$ cat src/rtl/regfile_dp_pkg.sv
package regfile_dp_pkg;

  typedef enum logic [1:0] {
    OP_IDLE  = 2'd0,
    OP_ADDR  = 2'd1,
    OP_WRITE = 2'd2,
    OP_READ  = 2'd3
  } sec_op_e;

  // address lies in the aligned window whose upper bits match base
  function automatic logic in_window(input logic [7:0] addr,
                                     input logic [7:0] base,
                                     input int unsigned aw);
    return (addr >> aw) == (base >> aw);
  endfunction

endpackage

$ cat src/rtl/regfile_dp_sec_ctrl.sv
module regfile_dp_sec_ctrl
  import regfile_dp_pkg::*;
#(
  parameter int unsigned BUS_W   = 8,
  parameter int unsigned AW      = 4,
  parameter logic [7:0]  WIN_BASE = 8'h30
) (
  input  logic             clk_i,
  input  logic             rst_ni,
  input  logic             en_ni,
  input  logic             sc_i,
  input  logic             wc_i,
  input  logic             mclk_i,
  input  logic [BUS_W-1:0] bus_i,
  output logic [AW-1:0]    sel_o,
  output logic             latch_o,
  output logic             wr_o,
  output logic             rd_o
);

  sec_op_e op;
  logic [BUS_W-1:0] addr_q;
  logic             latch_q;

  always_comb begin
    op = OP_IDLE;
    if (!en_ni) begin
      unique case ({sc_i, wc_i})
        2'b10:   if (mclk_i) op = OP_ADDR;
        2'b01:   if (mclk_i && latch_q) op = OP_WRITE;
        2'b00:   if (latch_q) op = OP_READ;
        default: op = OP_IDLE; // both commands high: undefined, stay quiet
      endcase
    end
  end

  always_ff @(posedge clk_i or negedge rst_ni) begin
    if (!rst_ni) begin
      addr_q  <= '0;
      latch_q <= 1'b0;
    end else if (op == OP_ADDR) begin
      addr_q  <= bus_i;
      latch_q <= in_window(8'(bus_i), WIN_BASE, AW);
    end
  end

  assign sel_o   = addr_q[AW-1:0];
  assign latch_o = latch_q;
  assign wr_o    = (op == OP_WRITE);
  assign rd_o    = (op == OP_READ);

endmodule

$ cat src/rtl/regfile_dp_bank.sv
module regfile_dp_bank #(
  parameter int unsigned DATA_W = 8,
  parameter int unsigned NREGS  = 16,
  parameter int unsigned AW     = 4
) (
  input  logic                         clk_i,
  input  logic                         rst_ni,
  input  logic                         pw_en_i,
  input  logic [AW-1:0]                pw_addr_i,
  input  logic [DATA_W-1:0]            pw_data_i,
  input  logic                         sw_en_i,
  input  logic [AW-1:0]                sw_addr_i,
  input  logic [DATA_W-1:0]            sw_data_i,
  input  logic [AW-1:0]                pr_addr_i,
  output logic [DATA_W-1:0]            pr_data_o,
  input  logic [AW-1:0]                sr_addr_i,
  output logic [DATA_W-1:0]            sr_data_o,
  output logic [NREGS-1:0][DATA_W-1:0] bank_q_o
);

  logic [NREGS-1:0][DATA_W-1:0] q;

  for (genvar g = 0; g < NREGS; g++) begin : g_reg
    logic pw_hit, sw_hit;
    assign pw_hit = pw_en_i && (pw_addr_i == AW'(g));
    assign sw_hit = sw_en_i && (sw_addr_i == AW'(g));

    always_ff @(posedge clk_i or negedge rst_ni) begin
      if (!rst_ni)     q[g] <= '0;
      else if (pw_hit) q[g] <= pw_data_i;   // primary wins a same-register clash
      else if (sw_hit) q[g] <= sw_data_i;
    end
  end

  assign pr_data_o = q[pr_addr_i];
  assign sr_data_o = q[sr_addr_i];
  assign bank_q_o  = q;

endmodule

$ cat src/rtl/regfile_dp.sv
module regfile_dp #(
  parameter int unsigned DATA_W   = 8,
  parameter int unsigned NREGS    = 16,
  parameter logic [7:0]  WIN_BASE = 8'h30
) (
  input  logic                      clk_i,
  input  logic                      rst_ni,
  input  logic [$clog2(NREGS)-1:0]  pri_addr_i,
  input  logic                      pri_rw_i,
  input  logic [DATA_W-1:0]         pri_wdata_i,
  output logic [DATA_W-1:0]         pri_rdata_o,
  input  logic                      sec_en_ni,
  input  logic                      sec_sc_i,
  input  logic                      sec_wc_i,
  input  logic                      mclk_i,
  input  logic [DATA_W-1:0]         sec_d_i,
  output logic [DATA_W-1:0]         sec_d_o,
  output logic                      sec_oe_o
);

  localparam int unsigned AW = $clog2(NREGS);

  logic [AW-1:0]                sel_q;
  logic                         latch_q;
  logic                         sec_wr, sec_rd;
  logic [DATA_W-1:0]            sec_rdata;
  logic [NREGS-1:0][DATA_W-1:0] bank_q;

  regfile_dp_sec_ctrl #(
    .BUS_W   (DATA_W),
    .AW      (AW),
    .WIN_BASE(WIN_BASE)
  ) u_ctrl (
    .clk_i  (clk_i),
    .rst_ni (rst_ni),
    .en_ni  (sec_en_ni),
    .sc_i   (sec_sc_i),
    .wc_i   (sec_wc_i),
    .mclk_i (mclk_i),
    .bus_i  (sec_d_i),
    .sel_o  (sel_q),
    .latch_o(latch_q),
    .wr_o   (sec_wr),
    .rd_o   (sec_rd)
  );

  regfile_dp_bank #(
    .DATA_W(DATA_W),
    .NREGS (NREGS),
    .AW    (AW)
  ) u_bank (
    .clk_i    (clk_i),
    .rst_ni   (rst_ni),
    .pw_en_i  (!pri_rw_i),
    .pw_addr_i(pri_addr_i),
    .pw_data_i(pri_wdata_i),
    .sw_en_i  (sec_wr),
    .sw_addr_i(sel_q),
    .sw_data_i(sec_d_i),
    .pr_addr_i(pri_addr_i),
    .pr_data_o(pri_rdata_o),
    .sr_addr_i(sel_q),
    .sr_data_o(sec_rdata),
    .bank_q_o (bank_q)
  );

  assign sec_oe_o = sec_rd;
  assign sec_d_o  = sec_rd ? sec_rdata : '0;

endmodule

$ cat config.mk
export PLATFORM = sky130hd
export DESIGN_NAME = regfile_dp
export DESIGN_NICKNAME = d
export VERILOG_FILES = /design/src/rtl/regfile_dp_pkg.sv /design/src/rtl/regfile_dp_sec_ctrl.sv /design/src/rtl/regfile_dp_bank.sv /design/src/rtl/regfile_dp.sv
export SDC_FILE = /design/constraint.sdc
export NUM_CORES = 1
export LEC_CHECK = 0
export BUFFER_PORTS_ARGS = -buffer_cell sky130_fd_sc_hd__buf_2
export CORE_MARGIN = 3
export CORE_UTILIZATION = 38
export CTS_CLUSTER_DIAMETER = 50
export DETAILED_ROUTE_END_ITERATION = 16
export PLACE_DENSITY_LB_ADDON = 0.15
export SYNTH_ARGS = -nofsm -noshare
export SYNTH_HDL_FRONTEND = slang
export SYNTH_SLANG_ARGS = --single-unit
$ cat constraint.sdc
create_clock -name clk_i -period 6.05 [get_ports clk_i]
set_clock_uncertainty 0.1 [all_clocks]
set_input_delay 1.21 -clock clk_i [delete_from_list [all_inputs] [get_ports clk_i]]
set_output_delay 1.21 -clock clk_i [all_outputs]
set_load 0.01 [all_outputs]
==> impl_results.md, run 1 <==
- Mux share of post-synthesis cell area: 0.496
- Number of flops mapped to enable cells by yosys: 0
- Total of max-cap violations: 0
- Initial antenna violation count: 0
- Power Total: 0.00322 W
- Met3 usage: 0.0432
- Final Max Tran Viols: 0
- Worst Setup End Kind: primary output
- Critical path's most frequent cell: buf_2
- Post-Synth Simple-Gate Area: 0.0472
- Post-synth ARST share: 1.00
- Cell area after synthesis: 8780 um^2
- Core area: 22,200 um^2
- CTS buffer count: 17
- Dpl hpwl: 18,100 um
- Remaining Overflow, GRT: 0
- Vias: 5,901
- Slew @ Worst Pin: 1250 ps
- TritonCTS clock tree: built
- Syn_area_per_cell: 13.7 um^2
- Drt drc: 0
- Fin crit share: 0.738
- Skew-Pair Late Insertion Delay: 420 ps
- Net Count, Synth: 670
- Crit Path Max Fanout: 20
- Final net count: 694
- Top_reg_cell synth: dfrtp_1
- Die H: 158 um
- Slowest cell on the critical path: mux4_2
- Die Area: 25,000 um^2
- Gate count of the mapped netlist: 643
- Final worst path period need: 4460 ps
- Synth unique cells: 39
- Gp weighted congestion: 0.827
- Global Route met2 Usage: 0.358
- Final hold violation count: 0
- CTS Buffer Depth: 2
- CTS Root Cell: clkbuf_16
- Area share of the largest cell type after synthesis: 0.379
- Setup TNS: 0 ps
- Vias in the first global route: 6,384
- Fillers: 2,033
- Resized Gates After CTS: 0
- Main combinational cell family by area after synthesis: multiplexers
- Sequential element share of the synthesized area: 0.379
- Port Buf Inserts: 43
- I/O pins: 44
- Reg2Reg Setup Slack: 3440 ps
- Initial core utilization: 0.395
- Crit path DAT: 3150 ps
- Die X: 158 um
- Total number of H-tree levels: 4
- Routed wire length: 26,100 um
- Routed len/inst: 27.2 um
- #FFs+latches synth: 133
- GRT Max-Usage Layer: met2
- FMAX: 0.224 GHz
- Lkg Pwr: 4.02 nW
- Top post-synthesis cells by area: dfrtp_1 38%, mux2_2 34%, mux4_2 14%
- Met1 usage in global routing: 0.304
- Diode count: 0
- Worst Hold Class: flip-flop to flip-flop
- Synth Area in Compound Gates: 0.0547
- WHS: 407 ps
- Register area: 3330 um^2
- Synthesized-area fraction occupied by xor and xnor cells: 0
- Combined area of the multi-input logic cells: 5260 um^2
- Max-slew headroom: 0.165
- Row Count: 54
- Delay-heaviest family, CP: buffers and inverters
- Warnings, synthesis: 0
- Yosys top cell by area: dfrtp_1
- PwrDens: 327 nW/um^2
- Outcome: complete, no violations
- Num Clock Sinks: 133
- Overall Global Routing Usage: 0.219
- Pin count of the biggest net entering global routing: 94
- First-pass DRT Iterations: 4
- Unrepaired setup endpoints after global routing: no
- Global-route wire length before repair: 40,500 um
- Layout cells sized above 1: 0.626
- CP Class: input port to primary output
- Peak supply drop: 0.155 mV
- Startpoint types: input port
- Hold_buf cts: 0
- Synth Area in Adders: 0
- CTS clk-pin slew, worst paths: 60 ps
- Post-DRT Antenna Nets: 0
- Slowest stage delay, CP: 540 ps
- Drt via density: 6.15
- DRT iter0 DRCs: 427
- Final core utilization: 0.443
- Worst path buffer plus inverter count: 3
- Synth-to-Final Area Change: 12.2%
- CP Cell Sequence: buf_2 > buf_4 > mux4_2 > a22oi_1 > nand2_1 > buf_2
- Final setup fails: 0
- Crit path required time: 4740 ps
- Setup Buffers After CTS: 0
## cell families after synthesis
| kind of cell | Yosys count |
|---|---|
| compound gates | 56 |
| buf+inv | 48 |
| flops | 133 |
| mux | 334 |
| simple gates | 72 |
## Yosys cell counts, drive strengths merged, types with 2 or more instances
cell type    n
and2         2
nor3b        5
buf         20
mux4        55
a21boi       5
mux2       262
nand2b       4
a41oi        2
nor2b       11
nand3b       2
nand2       20
a22oi       23
nor2        17
o22ai        7
dfrtp      133
a32oi        2
o211ai       7
a31oi        6
nor3         4
mux2i       17
clkbuf      28
## cells in the final DEF (no fill, tap or decap), drive strengths merged, types with 2 or more instances in the layout
cell type and count:
mux2 262, dfrtp 133, mux4 55, buf 53, a22oi 23, nand2 20, clkbuf 18, mux2i 17
nor2 17, nor2b 11, o22ai 7, o211ai 7, clkinv 7, a31oi 6, a21boi 5, nor3b 5
nand2b 4, nor3 4, bufinv 3, inv 3, and2 2, nand3b 2, a41oi 2, a32oi 2
## power by group
| group | internal, W | switching [W] | total, W |
|---|---|---|---|
| Sequential | 0.00110 | 0.000222 | 0.00132 |
| Combinational | 0.000477 | 0.000323 | 0.000801 |
| Clock | 0.000665 | 0.000431 | 0.00110 |
## area by class of cell
cell class	instances	area share
well taps	280	0.0356
repair buffers	53	0.0301
flip-flops and latches	133	0.338
clock inverters	14	0.0179
multi-input cells	462	0.534
clock buffers	18	0.0446
## worst reg2reg max path: cells and delay by family, from the launching register on
family             cells  cell delay (ps)
AOI/OAI and AO/OA      1              670
DFF                    1              660
and+or+nand+nor        2              660
muxes                  1              410
## layer usage
metal | part of all wire | vias up
met5 | 0 | -
met4 | 0.0092 | 0
met3 | 0.049 | 17
met2 | 0.49 | 170
met1 | 0.45 | 3159
li1 | - | 2555
## per-stage QoR
| stage | area [um^2] | instances | worst slack, ps |
|---|---|---|---|
| 4_1_cts | 9850 | 960 | 1530 |
| 6_report | 9850 | 960 | 1590 |
| 2_1_floorplan | 8780 | 643 | 2190 |
| 3_3_place_gp | 9240 | 928 | 1580 |
| 5_1_grt | 9850 | 960 | 1430 |
| 3_5_place_dp | 9240 | 928 | 1540 |
## flip-flops by register name (all words and copies together) (netlist names)
| register | cells |
|---|---|
| u_bank.bank_q_o | 128 |
| u_ctrl.addr_q | 4 |
| u_ctrl.latch_o | 1 |
## worst paths after layout
| check | from | cells after the start | endpoint |
|---|---|---|---|
| worst max register to register | u_ctrl.addr_q[3] | 4 | u_bank.bank_q_o[107] |
| worst max-delay path | pri_addr_i[0] | 6 | pri_rdata_o[1] |
| min in group asynchronous | rst_ni | 1 | u_bank.bank_q_o[78] |
| max in group asynchronous | rst_ni | 2 | u_ctrl.addr_q[1] |
| worst min-delay path | u_ctrl.latch_o | 1 | u_ctrl.latch_o |
| worst min register to register | u_ctrl.latch_o | 1 | u_ctrl.latch_o |
Power figures use the tool's default switching activity.
==> inputs of run 2 (changes only) <==
- clock period: 6.05 -> 4.07 ns (I/O delays scaled with it)
==> impl_results.md, run 2 (synthesis gave the netlist of run 1 again) <==
- Max reg flops: 128 (unchanged)
- Global-route wire length before repair: 40,800 um (+0.87%)
- Pin count of the biggest net entering global routing: 102 (+8.5%)
- DRT iter0 DRCs: 448 (+4.9%)
- Combinational Power Share: 0.248 (about the same)
- Final worst path period need: 3540 ps
- Internal power: 0.00334 W (+49%)
- Max layer used: met4
- Crit path DAT: 2630 ps (-520 ps)
- Max-slew headroom: 0.314 (+0.150)
- Diode count: 0 (unchanged)
- Initial antenna violation count: 0 (unchanged)
- PwrDens: 483 nW/um^2 (+48%)
- Fillers: 1,995 (-1.9%)
- Synth-to-Final Area Change: 13.0%
- Placed cells: 936 (+0.86%)
- I/O pins: 44 (unchanged)
- Setup Buffers After CTS: 0 (unchanged)
- Most common cell after layout, fill and taps aside: mux2_2
- Worst Setup End Kind: primary output
- CTS Root Cell: clkbuf_16
- CP Class: flip-flop to primary output
- TritonCTS clock tree: built
- Reg2reg path depth: 4 (unchanged)
- Die H: 158 um (unchanged)
- Drt drc: 0 (unchanged)
- Die Area: 25,000 um^2 (unchanged)
- Drt via density: 6.22 (+1.2%)
- Final setup fails: 0 (unchanged)
- First-pass DRT Iterations: 4 (unchanged)
- Combined area of the multi-input logic cells: 5260 um^2 (unchanged)
- Gp weighted congestion: 0.876 (+5.8%)
- Total of max-cap violations: 0 (unchanged)
- Total number of H-tree levels: 4 (unchanged)
- Register area: 3330 um^2 (unchanged)
- Routed wire length: 27,100 um (+3.8%)
- Met3 WL: 1600 um (+25%)
- Post-DRT Antenna Nets: 0 (unchanged)
- WL met1: 12,200 um (+2.2%)
- Core area: 22,200 um^2 (unchanged)
- Final Max Tran Viols: 0 (unchanged)
- Fin crit share: 0.871
- Vias: 6,020 (+2.0%)
- Remaining Overflow, GRT: 0 (unchanged)
- Filler-free cell count of the finished design: 968 (+0.83%)
- Vias in the first global route: 6,230 (-2.4%)
- Setup TNS: 0 ps (unchanged)
- Layout cells sized above 1: 0.628 (+0.00144)
- Worst r2r src: u_ctrl.addr_q[1]
- Dpl hpwl: 18,200 um (+0.81%)
- Resized Gates After CTS: 0 (unchanged)
- Row Count: 54 (unchanged)
- Setup crit end: sec_d_o[5]
- Port Buf Inserts: 43 (unchanged)
- CTS buffer count: 17 (unchanged)
- Startpoint types: flip-flop
- Most frequent cells in the layout: 262 x mux2_2, 131 x dfrtp_1, 55 x mux4_2
- Final hold violation count: 0 (unchanged)
- Sw frac: 0.303 (+0.000372)
- FF-to-FF End: u_bank.bank_q_o[44]
- Worst Hold Class: flip-flop to flip-flop
- Unrepaired setup endpoints after global routing: no
- Crit path required time: 3160 ps (-1580 ps)
- Reg2Reg Setup Slack: 1170 ps (-2270 ps)
- Clock power frac: 0.333 (-0.007)
- CTS clk-pin slew, worst paths: 60 ps (about the same)
- Final net count: 702 (+1.2%)
- Hold_buf cts: 0 (unchanged)
- Outcome: complete, no violations
- WL met2: 13,000 um (+1.9%)
- Lkg Pwr: 4.05 nW (+0.94%)
- Num Clock Sinks: 133 (unchanged)
- Reg power frac: 0.419 (+0.008)
- Skew-Pair Late Insertion Delay: 430 ps (about the same)
- FMAX: 0.282 GHz
- CTS Buffer Depth: 2 (unchanged)
- Routed len/inst: 28.0 um (+3.0%)
- Hold Path Stages: 1 (unchanged)
- Slew @ Worst Pin: 1030 ps (-222 ps)
- Overall Global Routing Usage: 0.224 (+0.00529)
- Die X: 158 um (unchanged)
- Crit Path Max Fanout: 28 (+40%)
- Worst setup path start: u_ctrl.addr_q[0]
- Psw: 0.00145 W (+49%)
- Initial core utilization: 0.395 (unchanged)
- Peak supply drop: 0.252 mV (+63%)
-- run 2: final cells by class --
class                   instances  area share
well taps                     280      0.0353
clock inverters                12      0.0156
clock buffers                  20      0.0450
repair buffers                 61      0.0385
multi-input cells             462       0.530
flip-flops and latches        133       0.336
-- run 2: routing by layer --
metal | global-route usage | vias to the layer above
li1 | - | 2575
met1 | 0.306 | 3227
met2 | 0.366 | 188
met3 | 0.0511 | 30
met4 | 0.0492 | 0
met5 | 0 | -
-- run 2: worst max-delay path, cell delays in order, from the launching register on --
cell and delay, ps:
dfrtp_2 970, buf_4 290, mux4_2 520, o22ai_1 180, nor2_1 90, buf_2 150
-- run 2: worst min-delay path by stage --
stage / start / end / slack [ps]
4_1_cts: u_ctrl.latch_o / u_ctrl.latch_o / 410
2_1_floorplan: u_ctrl.latch_o / u_ctrl.latch_o / 380
3_5_place_dp: u_ctrl.latch_o / u_ctrl.latch_o / 400
3_3_place_gp: u_ctrl.latch_o / u_ctrl.latch_o / 400
5_1_grt: u_ctrl.latch_o / u_ctrl.latch_o / 420
6_report: u_ctrl.latch_o / u_ctrl.latch_o / 410
-- run 2: power groups by stage --
stage,clock network (W),registers (W),logic (W)
final,0.00160,0.00201,0.00119
after global routing,0.00167,0.00204,0.00128
after CTS,0.00162,0.00200,0.00119
after detailed placement,0,0.00202,0.00119
after global placement,0,0.00200,0.00116
after floorplan,0,0.00180,0.000986
-- run 2: stage by stage --
stage / utilization / hold WS, ps / setup WS, ps / area [um^2] / power, W
after floorplan: - / 382 / 1010 / 8780 / 0.00279
after global placement: 0.419 / 395 / 846 / 9320 / 0.00317
after detailed placement: 0.419 / 397 / 839 / 9320 / 0.00321
after CTS: 0.446 / 410 / 455 / 9920 / 0.00481
after global routing: 0.446 / 418 / 332 / 9920 / 0.00500
final: 0.446 / 408 / 526 / 9920 / 0.00479
